[src/rtl/serdes_loop_pkg.sv]
package serdes_loop_pkg;

  typedef enum logic [1:0] {
    PATH_LOCAL    = 2'd0,
    PATH_PARALLEL = 2'd1,
    PATH_SERIAL   = 2'd2
  } loop_path_e;

  // Serial loopback wins over parallel loopback for the transmit output.
  function automatic loop_path_e pick_path(input logic ser, input logic par);
    if (ser)      return PATH_SERIAL;
    else if (par) return PATH_PARALLEL;
    else          return PATH_LOCAL;
  endfunction

  // Serializer is primed once the FIFO fill reaches the threshold.
  function automatic logic fill_reached(input int unsigned fill, input int unsigned thr);
    return fill >= thr;
  endfunction

endpackage

[src/rtl/slc_deser.sv]
module slc_deser #(
  parameter int W = 4
) (
  input  logic         clk,
  input  logic         rst_n,
  input  logic         bit_en,
  input  logic         bit_in,
  output logic [W-1:0] word,
  output logic         word_stb
);
  localparam int CW = $clog2(W);
  localparam logic [CW-1:0] LAST = CW'(W - 1);

  logic [W-1:0]  shreg;
  logic [CW-1:0] pos;
  logic          at_last;

  assign at_last = bit_en && (pos == LAST);

  always_ff @(posedge clk or negedge rst_n) begin
    if (!rst_n) begin
      shreg    <= '0;
      pos      <= '0;
      word     <= '0;
      word_stb <= 1'b0;
    end else begin
      word_stb <= at_last;
      if (bit_en) begin
        shreg <= {shreg[W-2:0], bit_in};
        pos   <= at_last ? '0 : pos + 1'b1;
        if (at_last) word <= {shreg[W-2:0], bit_in};
      end
    end
  end
endmodule

[src/rtl/slc_fifo.sv]
module slc_fifo #(
  parameter int W     = 4,
  parameter int DEPTH = 8
) (
  input  logic          clk,
  input  logic          rst_n,
  input  logic          clr,
  input  logic          wr,
  input  logic [W-1:0]  wdata,
  input  logic          rd,
  input  logic          udf_evt,
  output logic [W-1:0]  rdata,
  output logic [$clog2(DEPTH+1)-1:0] fill,
  output logic          ovf,
  output logic          udf
);
  localparam int AW = $clog2(DEPTH);
  localparam int FW = $clog2(DEPTH + 1);
  localparam logic [FW-1:0] FULL = FW'(DEPTH);

  logic [W-1:0]  mem [DEPTH];
  logic [AW-1:0] wptr, rptr;
  logic          push;

  assign push  = wr && (fill != FULL);
  assign rdata = mem[rptr];

  always_ff @(posedge clk) begin
    if (push) mem[wptr] <= wdata;
  end

  always_ff @(posedge clk or negedge rst_n) begin
    if (!rst_n) begin
      wptr <= '0; rptr <= '0; fill <= '0; ovf <= 1'b0; udf <= 1'b0;
    end else if (clr) begin
      wptr <= '0; rptr <= '0; fill <= '0; ovf <= 1'b0; udf <= 1'b0;
    end else begin
      if (push) wptr <= wptr + 1'b1;
      if (rd)   rptr <= rptr + 1'b1;
      case ({push, rd})
        2'b10:   fill <= fill + 1'b1;
        2'b01:   fill <= fill - 1'b1;
        default: fill <= fill;
      endcase
      if (wr && !push) ovf <= 1'b1;
      if (udf_evt)     udf <= 1'b1;
    end
  end
endmodule

[src/rtl/slc_ser.sv]
module slc_ser
  import serdes_loop_pkg::*;
#(
  parameter int W     = 4,
  parameter int DEPTH = 8,
  parameter int PRIME = 2
) (
  input  logic         clk,
  input  logic         rst_n,
  input  logic         clr,
  input  logic         step,
  input  logic [$clog2(DEPTH+1)-1:0] fill,
  input  logic [W-1:0] word_in,
  output logic         pop,
  output logic         underrun,
  output logic         bit_out,
  output logic         primed
);
  localparam int CW = $clog2(W);
  localparam logic [CW-1:0] LAST = CW'(W - 1);

  logic [W-1:0]  cur;
  logic [CW-1:0] idx;
  logic          boundary;

  assign boundary = step && (idx == LAST);
  assign pop      = boundary && primed && (fill != '0);
  assign underrun = boundary && primed && (fill == '0);
  assign bit_out  = cur[W - 1 - int'(idx)];

  always_ff @(posedge clk or negedge rst_n) begin
    if (!rst_n) begin
      cur <= '0; idx <= '0; primed <= 1'b0;
    end else if (clr) begin
      cur <= '0; idx <= '0; primed <= 1'b0;
    end else begin
      if (fill_reached(int'(fill), PRIME)) primed <= 1'b1;
      if (step) idx <= boundary ? '0 : idx + 1'b1;
      if (boundary) cur <= pop ? word_in : '0;
    end
  end
endmodule

[src/rtl/serdes_loop_ctrl.sv]
module serdes_loop_ctrl
  import serdes_loop_pkg::*;
#(
  parameter int W     = 4,
  parameter int DEPTH = 8,
  parameter int PRIME = 2
) (
  input  logic         clk,
  input  logic         rst_n,
  input  logic         rx_bit_en,
  input  logic         rx_bit,
  input  logic         tx_bit_en,
  input  logic [W-1:0] tx_word,
  input  logic         tx_word_en,
  input  logic         ser_loop,
  input  logic         par_loop,
  input  logic         fifo_clr,
  output logic         tx_bit,
  output logic [W-1:0] rx_word,
  output logic         rx_word_stb,
  output logic         fifo_ovf,
  output logic         fifo_udf
);
  localparam int FW = $clog2(DEPTH + 1);

  // Named internal events, brought out for the checker.
  loop_path_e      path;
  logic            serial_sel;
  logic            fifo_wr;
  logic [W-1:0]    fifo_wdata;
  logic [W-1:0]    fifo_rdata;
  logic [FW-1:0]   fifo_fill;
  logic            ser_pop;
  logic            ser_underrun;
  logic            ser_bit;
  logic            ser_primed;

  assign path       = pick_path(ser_loop, par_loop);
  assign serial_sel = (path == PATH_SERIAL);
  assign fifo_wr    = par_loop ? rx_word_stb : tx_word_en;
  assign fifo_wdata = par_loop ? rx_word : tx_word;

  slc_deser #(.W(W)) u_deser (
    .clk(clk), .rst_n(rst_n), .bit_en(rx_bit_en), .bit_in(rx_bit),
    .word(rx_word), .word_stb(rx_word_stb)
  );

  slc_fifo #(.W(W), .DEPTH(DEPTH)) u_fifo (
    .clk(clk), .rst_n(rst_n), .clr(fifo_clr), .wr(fifo_wr), .wdata(fifo_wdata),
    .rd(ser_pop), .udf_evt(ser_underrun), .rdata(fifo_rdata), .fill(fifo_fill),
    .ovf(fifo_ovf), .udf(fifo_udf)
  );

  slc_ser #(.W(W), .DEPTH(DEPTH), .PRIME(PRIME)) u_ser (
    .clk(clk), .rst_n(rst_n), .clr(fifo_clr), .step(tx_bit_en && !serial_sel),
    .fill(fifo_fill), .word_in(fifo_rdata), .pop(ser_pop),
    .underrun(ser_underrun), .bit_out(ser_bit), .primed(ser_primed)
  );

  // Output retimer: receive bit clock in serial loopback, local clock otherwise.
  always_ff @(posedge clk or negedge rst_n) begin
    if (!rst_n)                      tx_bit <= 1'b0;
    else if (serial_sel && rx_bit_en) tx_bit <= rx_bit;
    else if (!serial_sel && tx_bit_en) tx_bit <= ser_bit;
  end
endmodule

[config.mk]
export PLATFORM = sky130hd
export DESIGN_NAME = serdes_loop_ctrl
export DESIGN_NICKNAME = d
export VERILOG_FILES = /design/src/rtl/serdes_loop_pkg.sv /design/src/rtl/slc_deser.sv /design/src/rtl/slc_fifo.sv /design/src/rtl/slc_ser.sv /design/src/rtl/serdes_loop_ctrl.sv
export SDC_FILE = /design/constraint.sdc
export NUM_CORES = 1
export LEC_CHECK = 0
export ABC_AREA = 1
export BUFFER_PORTS_ARGS = -buffer_cell sky130_fd_sc_hd__buf_2
export CAP_MARGIN = 5
export CORE_UTILIZATION = 60
export DETAILED_ROUTE_END_ITERATION = 6
export GPL_TIMING_DRIVEN = 1
export PLACE_DENSITY_LB_ADDON = 0.2
export SETUP_SLACK_MARGIN = 0.15
export SKIP_LAST_GASP = 1
export SLEW_MARGIN = 25
export SYNTH_ARGS = -nofsm -noshare
export SYNTH_HDL_FRONTEND = slang
export SYNTH_HIERARCHICAL = 1
export SYNTH_SLANG_ARGS = --single-unit
[constraint.sdc]
create_clock -name clk -period 4.2 [get_ports clk]
set_input_delay 0.63 -clock clk [delete_from_list [all_inputs] [get_ports clk]]
set_output_delay 0.63 -clock clk [all_outputs]
set_load 0.02 [all_outputs]
==> run summary, run 1 <==
status = complete, no violations
worst endpoint required time = 4.43 ns
vias in the first global route = 2099
gpl congestion = 0.8680
Fin Setup TNS = 0 ns
Post-Syn Area = 2924 sq um
area grow syn2layout = 11.98%
All-Layer GR Usage = 0.2540
Die Wd = 71.81 um
Max Clk Rate = 438.7 MHz
Post-CTS Hold Fix Bufs = 0
final hold viol count = 0
Post CTS Setup Buffer Count = 0
# fillers = 360
detailed-route wire length = 5.606 mm
Final Non-Filler Cells = 391
RSZ-0062 raised after global routing = false
Leak = 1.490 nW
nets@finish = 351
VDD IR max = 0.2944 mV
Slew @ Worst Pin = 0.6665 ns
Worst Setup Path Type = in -> reg
initial antenna violation count = 0
Cell Int Power = 1.130 mW
count of pins over their slew limit = 0
Worst-path clk slew = 0.07 ns
root buffer cell = clkbuf_8
Worst-Skew Late Latency = 0.34 ns
Comb power frac = 0.151
critical path arrival = 2.51 ns
largest net degree at the start of global routing = 31
DR pass1 iterations = 4
syn avg cell area = 9.463 sq um
skew final = 0.009052 ns
Flop pwr share = 0.483
total number of vias = 2158
pwr dens = 478.6 nW/um^2
diodes inserted = 0
placed insts = 375
Core Region = 4692 sq um
Post-CTS Resized = 0
drt initial violations = 199
first-pass GRT wire length = 9.694 mm
flops & latches, synth = 62
site row count = 25
ANT nets after route = 0
CTS Buffer Depth = 2
Critical Path Start Type = input pin
fin crit share = 0.5427
Area after DPL = 3047 sq um
CTS tree = yes
Netlist cell types = 28
CTS buffer count = 9
Worst Hold Class = in -> async
I/O Pins = 21
count of final setup violators = 0
Synth Warn # = 6
worst slack, placed = 1.590 ns
crit-path max FO = 8
Max Cap Viol = 0
Sw Share = 0.2792
die height = 71.81 um
syn_nets = 328
Starting Density = 0.6232
fin area = 3274 sq um
H-tree levels = 3
relative slew slack = 0.5557
post-synthesis sequential area ratio = 0.5854
smallest hold slack = 0.3204 ns
wire per inst = 14.34 um
CTS sink cnt = 62
DRC viols = 0
HPWL after DPL = 4.009 mm
Overflow after GRT = 0
layout cells sized above 1 = 0.1662
switching power = 0.4376 mW
Period minus WS final = 2.279 ns
I/O Buffers = 20
Worst setup EP type = register
Setup WS post-layout = 1.921 ns
synthesized instance count = 309
clock share of power = 0.367
DIE AREA = 5157 sq um
vias per std cell = 5.519
synthesized netlist by cell type:
cell type	number	share of area
a211oi_1	2	0.0051
a21oi_1	8	0.014
a21oi_4	1	0.0056
a31oi_1	4	0.0086
buf_2	6	0.010
buf_4	2	0.0051
clkinv_1	2	0.0026
dfrtp_1	30	0.26
edfxtp_1	32	0.33
ha_1	6	0.026
inv_1	35	0.045
inv_2	3	0.0039
nand2_1	56	0.072
nand2_2	5	0.011
nand2_4	4	0.015
nand3_1	13	0.022
nand3_2	1	0.0034
nand4_1	6	0.013
nor2_1	49	0.063
nor2_4	2	0.0077
nor3_1	2	0.0034
o211ai_1	1	0.0026
o21a_1	1	0.0026
o21ai_0	17	0.029
o21ai_1	11	0.019
o21ai_2	4	0.012
o22ai_1	5	0.011
xnor2_1	1	0.0030
routing by layer:
metal	wire length, um	track usage	vias up
met5	0	0	-
met4	117	0.1351	0
met3	240	0.05485	10
met2	2695	0.3920	57
met1	2552	0.3404	1022
li1	-	-	1069
sequential cells by signal, summed over array words and instances, names as in the netlist, 2 cells and up:
signal	count
u_fifo/rptr	3
u_deser/word	4
u_fifo/fill	4
u_fifo/wptr	3
u_deser/pos	2
u_ser/idx	2
u_fifo/mem	32
u_deser/shreg	3
u_ser/cur	4
cells by family (layout without fill, tap and decap cells):
group	Yosys count	after routing	synth area share
adders and majority gates	6	6	0.02567
AOI/OAI and AO/OA	54	54	0.1087
buffers and inverters	48	76	0.06675
xor gates and xnor gates	1	1	0.002996
DFF	62	62	0.5854
and+or+nand+nor	138	138	0.2105
power groups by stage:
stage                     Sequential (mW)  Combinational (mW)  Clock (mW)
final                               0.756               0.236       0.575
after global routing                0.763               0.266       0.605
after CTS                           0.756               0.238       0.580
after detailed placement            0.768               0.237           0
after global placement              0.765               0.228           0
after floorplan                     0.783               0.140           0
stage by stage:
| step | utilization | total power [mW] |
|---|---|---|
| floorplan | - | 0.9227 |
| global placement | 0.6493 | 0.9927 |
| detailed placement | 0.6493 | 1.005 |
| CTS | 0.6979 | 1.574 |
| global route | 0.6979 | 1.634 |
| finish | 0.6979 | 1.567 |
final timing paths:
check,startpoint,to,depth (start not counted),slack [ns]
setup / recovery,ser_loop,u_fifo/fill[3],17,1.92
hold / removal,rst_n,u_ser/idx[1],1,0.32
setup reg to reg,u_ser/idx[0],u_fifo/fill[3],14,1.98
hold reg to reg,u_ser/cur[0],u_ser/cur[0],2,0.49
max in group asynchronous,rst_n,u_fifo/ovf,1,3.44
min in group clk,u_ser/cur[0],u_ser/cur[0],2,0.49
cell usage in the layout (no fill, tap or decap), types with 5 or more instances in the layout:
| master | count |
|---|---|
| nand3_1 | 13 |
| buf_2 | 20 |
| o22ai_1 | 5 |
| edfxtp_1 | 32 |
| dfrtp_1 | 30 |
| nand4_1 | 6 |
| inv_1 | 35 |
| clkbuf_8 | 11 |
| ha_1 | 6 |
| o21ai_0 | 17 |
| nand2_1 | 56 |
| o21ai_1 | 11 |
| a21oi_1 | 8 |
| nor2_1 | 49 |
| nand2_2 | 5 |
cell type report:
type | count | area (sq um) | share of cell area
inverter | 40 | 150.1 | 0.04585
clock inverter | 4 | 51.30 | 0.01567
multi-input combinational | 199 | 1017 | 0.3107
sequential | 62 | 1712 | 0.5227
timing repair buffer | 20 | 100.1 | 0.03057
clock buffer | 12 | 176.4 | 0.05388
tap | 54 | 67.56 | 0.02063
critical path, stage by stage:
cell	delay (ns)
buf_2	0.11
inv_1	0.07
nand2_2	0.08
inv_1	0.22
nand2_2	0.13
nor2_4	0.13
nand2_4	0.09
inv_1	0.20
nand2_4	0.12
inv_1	0.07
ha_1	0.25
nand4_1	0.11
nand2_1	0.05
inv_1	0.07
nand3_1	0.06
nand3_1	0.08
nand2_1	0.05
Power figures use the tool's default switching activity.
==> run 2, diff against run 1 <==
ABC_AREA = 0   (was 1)
CORE_UTILIZATION = 53   (was 60)
clock period = 1.95 ns   (was 4.2 ns; I/O delays follow)
==> run 2 against run 1 <==
- the run now ends with hold timing, setup timing left
- register-to-register slack worse by 2.3 ns
- clock-buffer cell count is 3 lower
- first-iteration DRC count is 38% lower
- sequential share of layout area is 4.8 points lower
- critical path type is now reg -> reg
- synthesized cell count is 37% lower
- worst hold slack worse by 0.33 ns
==> run summary, run 2 <==
DRC viols = 0 (unchanged)
Util after Layout = 0.7030 (+0.005152)
Area after DPL = 3247 sq um (+6.6%)
ANT nets after route = 0 (unchanged)
All-Layer GR Usage = 0.2224 (-0.03161)
area taken by multi-input logic gates = 1181 sq um (+16%)
Netlist cell types = 39 (+39%)
Main synth FF type = edfxtp_1
Critical Path Start Type = register
Synth Warn # = 6 (unchanged)
asr flop ratio synth = 0.4839 (unchanged)
largest cells by area after synthesis = edfxtp_1, dfrtp_1, mux4_2
status = finished with violations
EDFF count, synth = 32 (unchanged)
synthesized instance count = 195 (-37%)
root buffer cell = clkbuf_8
count of final setup violators = 2 (+2)
Fin Setup TNS = -0.4427 ns (-0.4427 ns)
RSZ-0062 raised after global routing = true
count leader, synth = edfxtp_1
flip-flop count of the largest register after layout = 32 (unchanged)
Die Wd = 75.43 um (+5.0%)
Starting Density = 0.5560 (-0.06721)
final hold viol count = 30 (+30)
detailed-route wire length = 5.598 mm (-0.14%)
Leak = 1.460 nW (-2.0%)
Worst Hold Class = in -> async
total number of vias = 1815 (-16%)
Worst-path clk slew = 0.07 ns (about the same)
# fillers = 379 (+5.3%)
Cell Int Power = 2.593 mW (+130%)
fin area = 3613 sq um (+10%)
drt initial violations = 124 (-38%)
fin crit share = 1.146
top post-synthesis cells by count = edfxtp_1, dfrtp_1, nor2_1, mux2_2, mux4_2
die height = 75.43 um (+5.0%)
nets@finish = 272 (-23%)
smallest hold slack = -0.01294 ns (-0.3333 ns)
Power Total = 3.507 mW (+120%)
count of pins over their slew limit = 0 (unchanged)
Flop pwr share = 0.470 (-0.013)
diodes inserted = 0 (unchanged)
largest stage delay on the critical path = 0.43 ns (+0.18 ns)
crit-path max FO = 9 (+1)
skew final = 0.004491 ns (-0.004561 ns)
critical path arrival = 2.45 ns (-0.06 ns)
Max Cap Viol = 0 (unchanged)
Synth area leader = edfxtp_1
HPWL after DPL = 3.928 mm (-2.0%)
vias in the first global route = 1791 (-15%)
first-pass GRT wire length = 8.880 mm (-8.4%)
relative slew slack = 0.5636 (+0.007859)
syn_nets = 214 (-35%)
Setup WS post-layout = -0.2842 ns (-2.205 ns)
Overflow after GRT = 0 (unchanged)
Worst Setup Path Type = reg -> reg
placed insts = 307 (-18%)
Worst path slowest cell = dfrtp_2
commonest non-fill, non-tap cell in the layout = edfxtp_1
Final Non-Filler Cells = 328 (-16%)
I/O Buffers = 20 (unchanged)
worst slack, placed = -0.3103 ns (-1.900 ns)
largest net degree at the start of global routing = 31 (unchanged)
worst endpoint required time = 2.17 ns (-2.26 ns)
failing checks = hold timing, setup timing
site row count = 26 (+4.0%)
pwr dens = 970.4 nW/um^2 (+100%)
Worst setup EP type = register
wire per inst = 17.07 um (+19%)
CP startpoint = u_fifo/fill[1]
DIE AREA = 5690 sq um (+10%)
commonest non-fill, non-tap cells in the layout = edfxtp_1, dfrtp_1, buf_4, buf_2
area grow syn2layout = 26.44%
vias per std cell = 5.534 (+0.26%)
CTS Buffer Depth = 2 (unchanged)
initial antenna violation count = 0 (unchanged)
I/O Pins = 21 (unchanged)
DR pass1 iterations = 4 (unchanged)
clock share of power = 0.340 (-0.027)
Comb power frac = 0.190 (+0.039)
flops & latches, synth = 62 (unchanged)
gpl congestion = 0.8285 (-4.6%)
CTS tree = yes
CTS buffer count = 9 (unchanged)
Slew @ Worst Pin = 0.6547 ns (-0.01179 ns)
top-area cell type share of the netlist area = 0.3363 (+0.007626)
critical path's top delay family = multiplexers
Post-Syn Area = 2858 sq um (-2.3%)
VDD IR max = 0.6914 mV (+130%)
H-tree levels = 3 (unchanged)
post-synthesis sequential area ratio = 0.5989 (+0.01358)
layout cells sized above 1 = 0.4651 (+0.2989)
syn avg cell area = 14.66 sq um (+55%)
Period minus WS final = 2.234 ns
critical path, cell by cell = buf_6 > nor4b_4 > o21ai_4 > inv_4 > ha_4 > a31oi_1 > nand3_1 > mux2i_1 > mux2_1
Core Region = 5140 sq um (+9.5%)
Top reg by flops = u_fifo/mem
Register Area = 1714 sq um (+0.15%)
crit path buf inv count = 2 (-4)
CTS sink cnt = 62 (unchanged)
Critical R2R Launch = u_fifo/fill[1]
Worst-Skew Late Latency = 0.33 ns (about the same)
Max Clk Rate = 447.6 MHz
Sw Share = 0.2604 (-0.01876)
switching power = 0.9132 mW (+110%)
[run 2: cell count changes after synthesis, sizes merged, moves of 9 or more]
cell | before | now
mux2 | 0 | 19
mux4 | 0 | 9
inv | 38 | 6
o21ai | 32 | 2
nor2 | 51 | 19
nand2 | 65 | 7
[run 2: what timing repair did]
action                                  CTS  global route
hold buffers                              0             0
hold endpoints to repair                  0             0
buffers inserted                          3             2
endpoints found under the setup margin   37            40
gates resized for setup                  12            18
cloned                                    0             0
pin swaps                                 8             9
[run 2: worst paths after layout]
kind / end / slack [ns] / cells after the start
setup reg to reg: u_fifo/fill[3] / -0.28 / 9
min in group clk: u_deser/word[0] / 0.23 / 2
hold / removal: u_ser/idx[1] / -0.01 / 1
max in group asynchronous: u_fifo/fill[1] / 1.51 / 1
hold reg to reg: u_fifo/udf / 0.50 / 2
setup / recovery: u_fifo/fill[3] / -0.28 / 9
[run 2: layer usage]
layer	vias to the layer above	routed length, um	global-route usage
met5	-	0	0
met4	0	36	0.09877
met3	5	148	0.03968
met2	33	3057	0.3690
met1	925	2356	0.2889
li1	852	-	-
[run 2: cell families (layout without fill, tap and decap cells)]
group,after synthesis,count (layout),share of synthesized area
flops,62,62,0.5989
simple gates,57,57,0.1134
mux,34,34,0.1721
compound gates,16,16,0.04597
buf+inv,14,77,0.02495
fa+ha+maj,6,6,0.02627
xor+xnor,6,6,0.01839
[run 2: cell type report]
class                           instances  share of cell area
Sequential cell                        62              0.4744
Timing Repair Buffer                   54              0.1077
Tap cell                               70             0.02424
Clock inverter                          7             0.02458
Clock buffer                            9             0.03428
Multi-Input combinational cell        119              0.3269
Inverter                                7            0.007964
[run 2: power groups by stage]
stage	sequential (mW)	clock [mW]	combinational, mW
after global routing	1.66	1.28	0.731
after CTS	1.65	1.22	0.636
final	1.65	1.19	0.667
after detailed placement	1.67	0	0.616
after global placement	1.66	0	0.592
after floorplan	1.72	0	0.337
